## src/rtl/retire_queue.sv

```systemverilog
module retire_queue #(
  parameter int DEPTH = 16,
  parameter int RW = 5,
  parameter int DW = 32,
  localparam int AW = $clog2(DEPTH)
) (
  input  logic          clk,
  input  logic          rst_n,
  input  logic          iss_valid,
  input  logic          rs_free,
  input  logic [1:0]    iss_kind,
  input  logic [RW-1:0] iss_dest,
  output logic          iss_accept,
  output logic [AW-1:0] iss_tag,
  input  logic          cmp_valid,
  input  logic [AW-1:0] cmp_tag,
  input  logic [DW-1:0] cmp_value,
  input  logic          cmp_mispredict,
  output logic          cm_reg_we,
  output logic          cm_mem_we,
  output logic          cm_flush,
  output logic [RW-1:0] cm_dest,
  output logic [DW-1:0] cm_value,
  input  logic [RW-1:0] lk_reg,
  output logic          lk_hit,
  output logic          lk_ready,
  output logic [AW-1:0] lk_tag,
  output logic [DW-1:0] lk_value,
  output logic          full,
  output logic          empty
);
  localparam logic [1:0] K_REG = 2'd0, K_STORE = 2'd1, K_BRANCH = 2'd2;

  logic [AW:0]    head_q, tail_q, count;
  logic [1:0]     kind_q  [DEPTH];
  logic [RW-1:0]  dest_q  [DEPTH];
  logic [DW-1:0]  value_q [DEPTH];
  logic [DEPTH-1:0] done_q, mis_q;
  logic [AW-1:0]  hidx, tidx, scan_idx;
  logic           retire;

  assign hidx  = head_q[AW-1:0];
  assign tidx  = tail_q[AW-1:0];
  assign count = tail_q - head_q;
  assign empty = (head_q == tail_q);
  assign full  = (head_q[AW] != tail_q[AW]) && (hidx == tidx);

  assign retire    = !empty && done_q[hidx];
  assign cm_reg_we = retire && kind_q[hidx] == K_REG;
  assign cm_mem_we = retire && kind_q[hidx] == K_STORE;
  assign cm_flush  = retire && kind_q[hidx] == K_BRANCH && mis_q[hidx];
  assign cm_dest   = dest_q[hidx];
  assign cm_value  = value_q[hidx];

  assign iss_accept = iss_valid && rs_free && !full && !cm_flush;
  assign iss_tag    = tidx;

  always_comb begin
    lk_hit = 1'b0;
    lk_tag = '0;
    scan_idx = '0;
    for (int o = 0; o < DEPTH; o++) begin
      scan_idx = hidx + AW'(o);
      if ((AW+1)'(o) < count && kind_q[scan_idx] == K_REG && dest_q[scan_idx] == lk_reg) begin
        lk_hit = 1'b1;
        lk_tag = scan_idx;
      end
    end
  end
  assign lk_ready = lk_hit && done_q[lk_tag];
  assign lk_value = value_q[lk_tag];

  always_ff @(posedge clk or negedge rst_n) begin
    if (!rst_n) begin
      head_q <= '0;
      tail_q <= '0;
      done_q <= '0;
      mis_q  <= '0;
    end else if (cm_flush) begin
      head_q <= head_q + 1'b1;
      tail_q <= head_q + 1'b1;
    end else begin
      if (retire) head_q <= head_q + 1'b1;
      if (iss_accept) begin
        tail_q <= tail_q + 1'b1;
        done_q[tidx] <= 1'b0;
        mis_q[tidx]  <= 1'b0;
      end
      if (cmp_valid) begin
        done_q[cmp_tag] <= 1'b1;
        mis_q[cmp_tag]  <= cmp_mispredict;
      end
    end
  end

  always_ff @(posedge clk) begin
    if (iss_accept) begin
      kind_q[tidx] <= iss_kind;
      dest_q[tidx] <= iss_dest;
    end
    if (cmp_valid && !cm_flush) value_q[cmp_tag] <= cmp_value;
  end

  a_r3_no_overflow: assert property (@(posedge clk) disable iff (!rst_n)
    count <= (AW+1)'(DEPTH));
  a_r7_flush_empties: assert property (@(posedge clk) disable iff (!rst_n)
    cm_flush |=> empty);
  a_r5_one_step_retire: assert property (@(posedge clk) disable iff (!rst_n)
    (retire && !cm_flush) |=> head_q == $past(head_q) + 1'b1);
  a_r2_issue_occupies: assert property (@(posedge clk) disable iff (!rst_n)
    iss_accept |=> !empty);
  a_r5_hold_without_done: assert property (@(posedge clk) disable iff (!rst_n)
    (!empty && !done_q[hidx]) |=> $stable(head_q));
  a_r6_single_action: assert property (@(posedge clk) disable iff (!rst_n)
    $onehot0({cm_reg_we, cm_mem_we, cm_flush}));
endmodule

```

## config.mk

```make
export PLATFORM = sky130hd
export DESIGN_NAME = retire_queue
export DESIGN_NICKNAME = d
export VERILOG_FILES = /design/src/rtl/retire_queue.sv
export SDC_FILE = /design/constraint.sdc
export NUM_CORES = 1
export LEC_CHECK = 0
export CORE_MARGIN = 2
export CORE_UTILIZATION = 50
export CTS_CLUSTER_SIZE = 16
export DETAILED_ROUTE_END_ITERATION = 7
export PLACE_DENSITY = 0.75
export SETUP_SLACK_MARGIN = 0.02
export SYNTH_ARGS = -nofsm -noshare
export SYNTH_HDL_FRONTEND = slang
export SYNTH_SLANG_ARGS = --single-unit
```

## constraint.sdc

```tcl
create_clock -name clk -period 8.9 [get_ports clk]
set_input_delay 1.335 -clock clk [delete_from_list [all_inputs] [get_ports clk]]
set_output_delay 1.335 -clock clk [all_outputs]
set_load 0.005 [all_outputs]
```

==> qor.csv, run 1 <==
metric,value,unit
rsz0062_at_grt,false,
final_cells,3693,
num_vias,27246,
synth-seq-area-share,51.0,%
die-area,0.0798,mm^2
hold_path_class,reg -> reg,
core,0.0771,mm^2
syn_inst,2535,
regToRegStartpoint,head_q[0]$_DFFE_PN0P_,
die_w,282,um
rr_worst_depth,12,
yosys.area.top_type,edfxtp_1,
wl_per_cell,32.6,um
nets,2664,
place_area,0.0414,mm^2
worstPathMaxFanout,131,
setup-tns-final,0,ns
cts_root_buf,clkbuf_16,
yosysWarningCount,0,
dpl.cell_count,3558,
synth_area_leaders,"edfxtp_1, mux4_2, mux2i_1, dfrtp_1, a2111o_1",
max_freq,0.114,GHz
violations,design-rule violations,
grt_max_degree,132,
cts_sinks,666,
finalHoldViolations,0,
drive_gt1_share,25.6,%
synth_ff_type,edfxtp_1,
avgViaCountPerCell,7.38,
r2r_end,value_q[12][22]$_DFFE_PP_,
drv_cap,0,
async_flop_share,6.31,%
finalInstanceArea,0.0438,mm^2
final_antenna_net_count,0,
synth_enable_flop_cells,624,
ys_ff_latch,666,
port_buffers,138,
cts_tree,yes,
skew,0.0298,ns
drtIter0Drc,3865,
die_y,282,um
clk_latency,0.64,ns
drv_slew,0,
drtPass1Iterations,8,
synth.distinct_cells,80,
synth_fp_nets,2606,
grt_use_total,30.1,%
worstPathArrival,7.40,ns
r2r_slack,3.91,ns
fin_crit,8.74,ns
cts_buffer_depth,3,
status,"complete, but fails checks",
finalHoldWorstSlack,0.497,ns
worstSetupPathType,reg -> out,
syn_to_final_growth,12.9,%
worstSetupEndpoint,lk_value[26],
tightest_slew,1.15,ns
grt_pass1_wl,177000,um
num_io_pins,139,
endpoint_kind,primary output,
synth.cell_area,0.0388,mm^2
maxSlewHeadroom,23.3,%
grt.overflow.total,0,
startpoint,head_q[1]$_DFFE_PN0P_,
clk_pin_slew,0.06,ns
synth_top_area_share,48.3,%
routed_wl,120000,um
setup_viol,0,
synth.most_common_cell,edfxtp_1,
cts_buffers,72,
min_from,done_q[2]$_DFFE_PN0N_,
fin_crit_sh,98.2,%
syn_area_per_cell,15.3,um^2
antenna_found_initial,8,
required,7.57,ns
cts_max_level,3,
place_congestion,0.999,
cts_hold_buffers,0,
grt_pass1_vias,26723,
initial_core_util,50.3,%
rows,102,
netlist_top_cells_count,"edfxtp_1, mux4_2, mux2i_1",
cp-start-kind,flop,
dp_hpwl,70200,um
drc,1,
-- worst max-delay path, cell delays in order (launching register included) --
cell and delay [ns]:
dfrtp_4 0.54, inv_1 0.10, ha_2 0.53, buf_12 0.29, mux4_2 0.59, mux4_2 0.53
xnor2_1 0.16, nand4_1 0.13, nand4b_1 0.74, nand3b_1 0.41, nor2_1 0.08, a2111oi_1 0.55
nor3_2 0.16, buf_12 0.26, a2111o_1 0.58, nand4_1 0.20, clkdlybuf4s50_1 0.57
-- timing repair --
item | in CTS | in global routing
gates resized for setup | 0 | 10
buffers inserted | 0 | 1
setup endpoints to repair | 0 | 30
-- logic make-up after synthesis --
logic type | synth area share [%]
compound gates | 9.97
xor+xnor | 2.55
fa+ha+maj | 0.568
buf+inv | 3.63
flops | 51.0
mux | 26.8
simple gates | 5.42
-- flip-flops by register name, indices dropped and copies added, names as in the netlist --
name     count
tail_q       5
done_q      16
kind_q      32
value_q    512
dest_q      80
mis_q       16
head_q       5
-- through the flow --
stage               setup WS, ns  util (%)
floorplan                   1.95         -
global placement           0.851      53.7
detailed placement         0.830      53.7
CTS                        0.149      56.7
global route              0.0323      56.8
finish                     0.161      56.8
-- routing by layer --
metal / wire length, um / global-route usage [%]
met1: 44200 / 41.3
met2: 55000 / 45.1
met3: 15700 / 8.40
met4: 5320 / 13.4
met5: 49 / 0
-- layout by cell type, fill, tap and decap left out, types with 18 or more instances in the layout --
cell type	n
a2111o_1	64
a211o_1	37
a211oi_1	72
a21o_1	18
a21oi_1	25
and3_1	77
buf_4	73
clkbuf_16	73
clkdlybuf4s50_1	137
clkinv_1	18
dfrtp_1	39
edfxtp_1	624
inv_1	55
mux2_2	64
mux2i_1	129
mux4_2	366
nand2_1	90
nand3_1	24
nand4_1	45
nor2_1	49
nor3_1	21
o2111ai_1	68
o211a_1	32
o211ai_1	71
o21ai_0	34
xnor2_1	75
xor2_1	31
-- how the worst min path moves through the flow --
stage / to / slack (ns) / cells past startpoint
2_1_floorplan: done_q[2]$_DFFE_PN0N_ / 0.46 / 1
3_3_place_gp: done_q[0]$_DFFE_PN0N_ / 0.48 / 1
3_5_place_dp: done_q[2]$_DFFE_PN0N_ / 0.48 / 1
4_1_cts: done_q[2]$_DFFE_PN0N_ / 0.50 / 1
5_1_grt: done_q[2]$_DFFE_PN0N_ / 0.52 / 1
6_report: done_q[2]$_DFFE_PN0N_ / 0.50 / 1
-- layout make-up --
class / count / area (um^2)
well taps: 1040 / 1300
flip-flops and latches: 666 / 19800
multi-input cells: 1562 / 17800
fillers: 5882 / 33300
clock inverters: 45 / 423
inverters: 62 / 245
clock buffers: 84 / 1880
repair buffers: 229 / 2280
diodes: 5 / 12.5
Power of run 1 is left out: the tool's default activity adds up to more than one toggle a clock period on the data nets, which glitch-free logic cannot reach.
==> run 2, diff against run 1 <==
Settings changed: SKIP_LAST_GASP from default to 1.
==> results of run 2 <==
Same layout as run 1: the final DEF is identical, and so are final timing and power.
Power of run 2 is left out for the same reason.
